$ cat config.mk
export PLATFORM = sky130hd
export DESIGN_NAME = tdm_slot_gate
export DESIGN_NICKNAME = d
export VERILOG_FILES = /design/src/rtl/tdm_gate_pkg.sv /design/src/rtl/tdm_bit_counter.sv /design/src/rtl/tdm_slot_window.sv /design/src/rtl/tdm_slot_gate.sv
export SDC_FILE = /design/constraint.sdc
export NUM_CORES = 1
export LEC_CHECK = 0
export ABC_AREA = 1
export BUFFER_PORTS_ARGS = -buffer_cell sky130_fd_sc_hd__buf_2
export CAP_MARGIN = 20
export CORE_MARGIN = 4
export CORE_UTILIZATION = 63
export DETAILED_ROUTE_END_ITERATION = 10
export GPL_ROUTABILITY_DRIVEN = 1
export PLACE_DENSITY_LB_ADDON = 0.05
export SLEW_MARGIN = 40
export SYNTH_ARGS = -nofsm -noshare
export SYNTH_HDL_FRONTEND = slang
export SYNTH_HIERARCHICAL = 1
export SYNTH_SLANG_ARGS = --single-unit
export TNS_END_PERCENT = 10
$ cat constraint.sdc
create_clock -name clk -period 3.9 [get_ports clk]
set_input_delay 0.39 -clock clk [delete_from_list [all_inputs] [get_ports clk]]
set_output_delay 0.39 -clock clk [all_outputs]
set_load 0.02 [all_outputs]
$ cat src/rtl/tdm_gate_pkg.sv
package tdm_gate_pkg;
  localparam int DEF_FRAME_BITS = 512;
  localparam int DEF_SLOT_BITS  = 8;
  localparam int DEF_SLOT_W     = 6;
  localparam int DEF_CAP_W      = 8;
  localparam int DEF_OFS_W      = 3;
  localparam int NUM_DIRS       = 2;

  typedef enum int {DIR_TX = 0, DIR_RX = 1} dir_e;
endpackage

$ cat src/rtl/tdm_bit_counter.sv
module tdm_bit_counter #(
  parameter int FRAME_BITS = 512,
  parameter int PW         = 10
) (
  input  logic          clk,
  input  logic          rst,
  input  logic          fsync,
  output logic [PW-1:0] pos
);
  localparam logic [PW-1:0] END_POS = PW'(FRAME_BITS);

  logic [PW-1:0] cnt_q;

  // Position of the bit counted at this edge; saturates at frame end.
  always_comb begin
    if (fsync)                pos = '0;
    else if (cnt_q == END_POS) pos = END_POS;
    else                      pos = cnt_q + PW'(1);
  end

  always_ff @(posedge clk) begin
    if (rst) cnt_q <= END_POS;
    else     cnt_q <= pos;
  end

  AST_SYNC_ZERO: assert property (@(posedge clk) disable iff (rst)
    $past(fsync && !rst) |-> cnt_q == '0);

  AST_CNT_STEP: assert property (@(posedge clk) disable iff (rst)
    (!fsync && cnt_q < END_POS) |=> cnt_q == $past(cnt_q) + PW'(1));

  AST_CNT_HOLD: assert property (@(posedge clk) disable iff (rst)
    (!fsync && cnt_q == END_POS) |=> cnt_q == END_POS);
endmodule

$ cat src/rtl/tdm_slot_window.sv
module tdm_slot_window #(
  parameter int FRAME_BITS = 512,
  parameter int SLOT_BITS  = 8,
  parameter int SLOT_W     = 6,
  parameter int CAP_W      = 8,
  parameter int OFS_W      = 3,
  parameter int PW         = 10
) (
  input  logic              clk,
  input  logic              rst,
  input  logic [PW-1:0]     pos,
  input  logic [SLOT_W-1:0] slot,
  input  logic [CAP_W-1:0]  cap,
  input  logic [OFS_W-1:0]  ofs,
  output logic              hit,
  output logic              en_q
);
  localparam logic [PW-1:0] END_POS = PW'(FRAME_BITS);

  logic [PW-1:0] start;
  logic [PW-1:0] stop;

  always_comb begin
    start = PW'(slot) * PW'(SLOT_BITS) + PW'(ofs);
    stop  = start + PW'(cap) + PW'(1);
    hit   = (pos >= start) && (pos < stop) && (pos < END_POS);
  end

  always_ff @(posedge clk) begin
    if (rst) en_q <= 1'b0;
    else     en_q <= hit;
  end

  AST_WIN_BEFORE_START: assert property (@(posedge clk) disable iff (rst)
    $past(!rst && pos < start) |-> !en_q);

  AST_WIN_PAST_FRAME: assert property (@(posedge clk) disable iff (rst)
    $past(!rst && pos >= END_POS) |-> !en_q);

  AST_WIN_AFTER_STOP: assert property (@(posedge clk) disable iff (rst)
    $past(!rst && pos >= stop) |-> !en_q);
endmodule

$ cat src/rtl/tdm_slot_gate.sv
module tdm_slot_gate
  import tdm_gate_pkg::*;
#(
  parameter int FRAME_BITS = DEF_FRAME_BITS,
  parameter int SLOT_BITS  = DEF_SLOT_BITS,
  parameter int SLOT_W     = DEF_SLOT_W,
  parameter int CAP_W      = DEF_CAP_W,
  parameter int OFS_W      = DEF_OFS_W
) (
  input  logic              clk,
  input  logic              rst,
  input  logic              fsync,
  input  logic [SLOT_W-1:0] tx_slot,
  input  logic [CAP_W-1:0]  tx_cap,
  input  logic [SLOT_W-1:0] rx_slot,
  input  logic [CAP_W-1:0]  rx_cap,
  input  logic [OFS_W-1:0]  bit_ofs,
  input  logic              ind_en,
  output logic              tx_en,
  output logic              rx_en,
  output logic              tx_ind_n
);
  localparam int PW = $clog2(FRAME_BITS + (1 << CAP_W) + 1);

  logic [PW-1:0]                  pos;
  logic [NUM_DIRS-1:0][SLOT_W-1:0] slot_a;
  logic [NUM_DIRS-1:0][CAP_W-1:0]  cap_a;
  logic [NUM_DIRS-1:0]             hit_a;
  logic [NUM_DIRS-1:0]             en_a;
  logic                            ind_n_q;

  assign slot_a[DIR_TX] = tx_slot;
  assign slot_a[DIR_RX] = rx_slot;
  assign cap_a[DIR_TX]  = tx_cap;
  assign cap_a[DIR_RX]  = rx_cap;

  tdm_bit_counter #(.FRAME_BITS(FRAME_BITS), .PW(PW)) cnt_i (
    .clk(clk), .rst(rst), .fsync(fsync), .pos(pos)
  );

  for (genvar d = 0; d < NUM_DIRS; d++) begin : g_dir
    tdm_slot_window #(
      .FRAME_BITS(FRAME_BITS), .SLOT_BITS(SLOT_BITS), .SLOT_W(SLOT_W),
      .CAP_W(CAP_W), .OFS_W(OFS_W), .PW(PW)
    ) win_i (
      .clk(clk), .rst(rst), .pos(pos), .slot(slot_a[d]), .cap(cap_a[d]),
      .ofs(bit_ofs), .hit(hit_a[d]), .en_q(en_a[d])
    );
  end

  always_ff @(posedge clk) begin
    if (rst) ind_n_q <= 1'b1;
    else     ind_n_q <= ~(ind_en & hit_a[DIR_TX]);
  end

  assign tx_en    = en_a[DIR_TX];
  assign rx_en    = en_a[DIR_RX];
  assign tx_ind_n = ind_n_q;

  AST_IND_TRACKS_TX: assert property (@(posedge clk) disable iff (rst)
    $past(!rst && ind_en) |-> (tx_ind_n == !tx_en));

  AST_IND_IDLE_HIGH: assert property (@(posedge clk) disable iff (rst)
    $past(!rst && !ind_en) |-> tx_ind_n);

  AST_SYNC_CLOSES: assert property (@(posedge clk) disable iff (rst)
    $past(!rst && fsync && tx_slot != '0) |-> !tx_en);
endmodule

# Yosys cells after proc, flatten, opt, wreduce, memory -nomap -nowiden
# Cells that the tools add are included.
[classes]
add_sub_neg = 7
magnitude_cmp = 5
eq_ne = 1
mux = 2
bitwise_logic = 2
reduce_logical = 4
[ops]
columns = ["cell", "n"]
rows = [
  ["$add A10 B1 Y10 const B", 3],
  ["$add A10 B8 Y10", 2],
  ["$add A9 B3 Y10", 2],
  ["$ge A10 B10 Y1", 2],
  ["$lt A10 B10 Y1", 2],
  ["$mux W10", 2],
  ["$eq A10 B10 Y1 const B", 1],
  ["$lt A10 B10 Y1 const B", 1],
  ["$logic_and A1 B1 Y1", 4],
  ["$and A1 B1 Y1", 1],
  ["$not A1 Y1", 1],
]
[totals]
register_bits = 13
inputBits = 35
output_inout_bits = 3

# Longest topological paths before layout
[logic_depth]
depth_word = 8
depth_mapped = 19

# Hierarchy
# Netlist, hierarchy kept.
[by_module_without_submodules]
columns = ["module", "n_inst", "cells_per_inst", "area_per_inst_um2"]
rows = [
  ["tdm_slot_window", 2, 151, 900.9],
  ["tdm_bit_counter", 1, 90, 608.1],
  ["tdm_slot_gate", 1, 3, 33.8],
]

# Worst setup path before layout
# Ideal clock, no wire load.
[synth_path]
path_kind = "input -> register"
startpoint = "input port tx_cap[0]"
endpoint = "register ind_n_q, in the netlist tx_ind_n"
setup_ns = 0.059
arrival_ns = 2.393
setup_slack_ns = 1.448
cell_stages = 18
cell_sequence = "inv_1 -> ha_1 -> fa_1 -> o21ai_2 -> nand2_2 -> nor2_4 -> nand2_2 -> nand3_1 -> nand2_1 -> ha_1 -> nand2_1 -> nor2_1 -> nand2_1 -> a21oi_1 -> nor2_1 -> nand3_1 -> inv_1 -> nand3_2"
[synth_via]
elab_chain_cells = 7
[synth_lines]
columns = ["item", "line_no", "source"]
rows = [
  ["start, declared", "tdm_slot_gate.sv:14", "input logic [CAP_W-1:0] tx_cap,"],
  ["$add A10 B8 Y10", "tdm_slot_window.sv:25", "stop = start + PW'(cap) + PW'(1);"],
  ["$add A10 B1 Y10", "tdm_slot_window.sv:25", ""],
  ["$lt A10 B10 Y1", "tdm_slot_window.sv:26", "hit = (pos >= start) && (pos < stop) && (pos < END_POS);"],
  ["$logic_and A1 B1 Y1 (2 in a row)", "tdm_slot_window.sv:26", ""],
  ["net hit_a[0]", "tdm_slot_gate.sv:28", "logic [NUM_DIRS-1:0] hit_a;"],
  ["$and A1 B1 Y1", "tdm_slot_gate.sv:53", "else ind_n_q <= ~(ind_en & hit_a[DIR_TX]);"],
  ["$not A1 Y1", "tdm_slot_gate.sv:53", ""],
  ["end signal, assigned", "tdm_slot_gate.sv:53", ""],
  ["end, declared", "tdm_slot_gate.sv:30", "logic ind_n_q;"],
]
# The timed path passes the listed nets, and every way through them passes these cells.
# A chain may end at the register's enable or synchronous reset.

# Worst setup path in the final report
[layout_path]
startpoint = "input port bit_ofs[0]"
endpoint = "register ind_n_q, in the netlist tx_ind_n"
[layout_via]
elab_chain_cells = 8
[layout_lines]
columns = ["item", "line_no", "source"]
rows = [
  ["start, declared", "tdm_slot_gate.sv:17", "input logic [OFS_W-1:0] bit_ofs,"],
  ["$add A9 B3 Y10 *", "tdm_slot_window.sv:24", "start = PW'(slot) * PW'(SLOT_BITS) + PW'(ofs);"],
  ["$add A10 B8 Y10", "tdm_slot_window.sv:25", ""],
  ["$add A10 B1 Y10", "tdm_slot_window.sv:25", ""],
  ["$lt A10 B10 Y1", "tdm_slot_window.sv:26", ""],
  ["$logic_and A1 B1 Y1 * (2 in a row)", "tdm_slot_window.sv:26", ""],
  ["net hit_a[0]", "tdm_slot_gate.sv:28", ""],
  ["$and A1 B1 Y1 *", "tdm_slot_gate.sv:53", ""],
  ["$not A1 Y1 *", "tdm_slot_gate.sv:53", ""],
]
# Mark *: on every way through the listed nets, which the timed path passes. The rest lies on a longest branch.

==> reports/results.txt <==
Summed over all layers, the global routing overflow is 0. The run gives 0.006066 ns as the largest clock skew in the final design. The normalized max-slew margin is 0.7404, and the width of the die is 70.23 um. The number of cells after detailed placement is 477.

The total track usage was 0.2183. The tools report the first-pass GRT wire length as 8.887 mm. The tools report the maximum buffer depth of the clock tree as 2.

Pin placement for this block handled 38 I/O pins. After technology mapping, the gate count stands at 394. The die covers 4932 um^2. The first detailed-routing pass ran for 4 iterations. The slew at the pin closest to its max-slew limit is 0.3853 ns, and the number of vias per cell is 5.040. The tools report the area inside the core boundary as 3689 um^2. The final layout contains 525 nets. After detailed routing, the average wire length per cell comes to 10.77 um. Max-cap violations in this run came to 0. The required time at the worst-slack endpoint is 4.03 ns. The number of nets handed over by synthesis was 485. The area growth from synthesis to layout was 11.59%. The tools report the launching element type of the critical path as a primary input. The number of I/O port buffers works out to 37. Setup violations remaining at the end of the flow were counted as 0.

Number of nets still failing antenna checks after routing: 0. For the cell area after synthesis, the log shows 2440 um^2. At the end of routability-driven placement, the weighted congestion stood at 0.8761. The run gives 0 as the post-cts gate resize count. Entering global routing, the biggest net connects 14 pins.

The fmax was 400.4 MHz; the number of buffers inserted during clock tree synthesis was 3. After detailed routing, the number of remaining DRC violations is 0. After clock tree synthesis, the clock-pin slew on the worst setup and hold paths is 0.06 ns. Subtracting the final worst setup slack from the clock period gives 2.497 ns. The tools report the total of warnings raised by yosys as 6. The count of H-tree levels built during CTS came out at 1. The number of fill cells in the layout is 342. The clock insertion delay at the later pin of the skew report is 0.24 ns. The maximum fanout encountered on the critical timing path came out at 4.

Across the VDD grid, the largest voltage drop is 0.08591 mV. The cell area power density is 177.4 nW/um^2. The number of buffers and inverters on the critical path is 3. The number of pins exceeding their max-slew limit in the final report is 0. Total clock sinks: 13.

The starting density of the core came out at 0.6615. Walking the worst path, the cells encountered are buf_2 -> inv_1 -> ha_1 -> fa_1 -> o21ai_2 -> nand2_2 -> nor2_4 -> nand2_2 -> nand3_1 -> nand2_1 -> ha_1 -> nand2_1 -> nor2_1 -> nand2_1 -> a21oi_1 -> nor2_1 -> nand3_1 -> inv_1 -> nand3_2. First-iteration detailed-routing DRC count: 95.

The count of final hold-check violations was 0. Summed over all layers, the routed wires come to 5.180 mm. The floorplan has 22 rows. Initial antenna violation count: 0. The utilization after layout is 0.7381, and the signal arrival time at the worst endpoint is 2.63 ns. The tools report the via count of the first global-routing pass as 2,321. The critical path is of the in -> reg type.

The number of setup buffers added after CTS is 0, and the y dimension of the die is 70.23 um. The number of hold buffers added after CTS came out at 0. TritonCTS built the clock tree. Setup repair after global routing left no endpoint under its margin. The largest single stage delay on the critical path is 0.43 ns. Post-route fraction of the period consumed by the critical path: 0.6404. STA classifies the critical path endpoint as a flop. In this run the static leakage power is 1.642 nW.

The worst-path cell with the longest stage delay is fa_1. Footprint of the multi-input gates: 1842 um^2. The kind of cell with the highest combined delay along the critical path is adder cells. The cell at the root of the clock tree was clkbuf_8.

The worst hold path class was in -> reg. Summed over all nets, the half-perimeter wirelength after detailed placement is 4.649 mm. The share of final-layout standard cells stronger than drive strength 1 was 0.1594. The run finished with clean final reports. The sum of negative setup slack was 0 ns. The repair_antennas step left the layout with diodes totalling 0.

The final route contains 2,424 vias. The flip-flop and latch area was 260.3 um^2; the mean area per synthesized cell was 6.192 um^2. Once layout is complete, the cells apart from fillers number 481.

In this design, the critical path's most frequently occurring cell is nand2_1.
==> final timing paths <==
check	slack (ns)	endpoint	depth (start not counted)	startpoint
setup / recovery	1.40	tx_ind_n	19	bit_ofs[0]
hold / removal	0.34	tx_ind_n	2	ind_en
setup reg to reg	1.60	tx_ind_n	16	cnt_i/cnt_q[1]
hold reg to reg	0.56	cnt_i/cnt_q[9]	4	cnt_i/cnt_q[9]
==> per-layer routing <==
layer | part of all wire | GRT usage | routed length [um] | vias up
li1 | - | - | - | 1306
met1 | 0.42 | 0.2312 | 2183 | 1059
met2 | 0.51 | 0.4241 | 2659 | 41
met3 | 0.025 | 0.01727 | 132 | 18
met4 | 0.040 | 0.1043 | 205 | 0
met5 | 0 | 0 | 0 | -
==> sequential cells by signal (all words and copies together) (netlist names) <==
| signal | count |
|---|---|
| g_dir.win_i/en_q | 2 |
| tx_ind_n | 1 |
| cnt_i/cnt_q | 10 |
==> per-stage QoR <==
step	setup WS, ns	total power [W]	hold WS (ns)	cell area (um^2)
global placement	1.191	0.0003619	0.5407	2678
CTS	1.388	0.0004889	0.3384	2723
finish	1.403	0.0004830	0.3421	2723
floorplan	1.448	0.0003085	0.4624	2440
detailed placement	1.133	0.0003683	0.5435	2678
global route	1.168	0.0005279	0.3365	2723
==> cell usage in the layout (no fill, tap or decap), types with 3 or more instances in the layout <==
cell type / instances
nor2_1: 35
xor2_1: 5
o21ai_2: 4
nand2_1: 108
dfxtp_1: 13
a21oi_1: 20
inv_1: 74
xnor2_1: 5
inv_2: 8
nor3_2: 3
clkinv_1: 6
o21ai_0: 8
nor2_4: 5
nand4_1: 5
nand3_1: 20
buf_2: 37
nor3_1: 3
clkbuf_8: 3
ha_1: 54
nand2_2: 6
==> layout make-up <==
class                      instances  share of cell area
multi-input combinational        291              0.6765
inverter                          88              0.1213
sequential                        13             0.09559
timing repair buffer              37             0.06801
tap                               48             0.02206
clock buffer                       4             0.01654
==> power breakdown <==
| group | switching [W] | internal [W] | leakage [nW] |
|---|---|---|---|
| clock network | 0.0000445 | 0.0000719 | 0.0228 |
| logic | 0.000138 | 0.0000917 | 1.51 |
| registers | 0.00000103 | 0.000136 | 0.105 |
(Power assumes the default switching activity.)
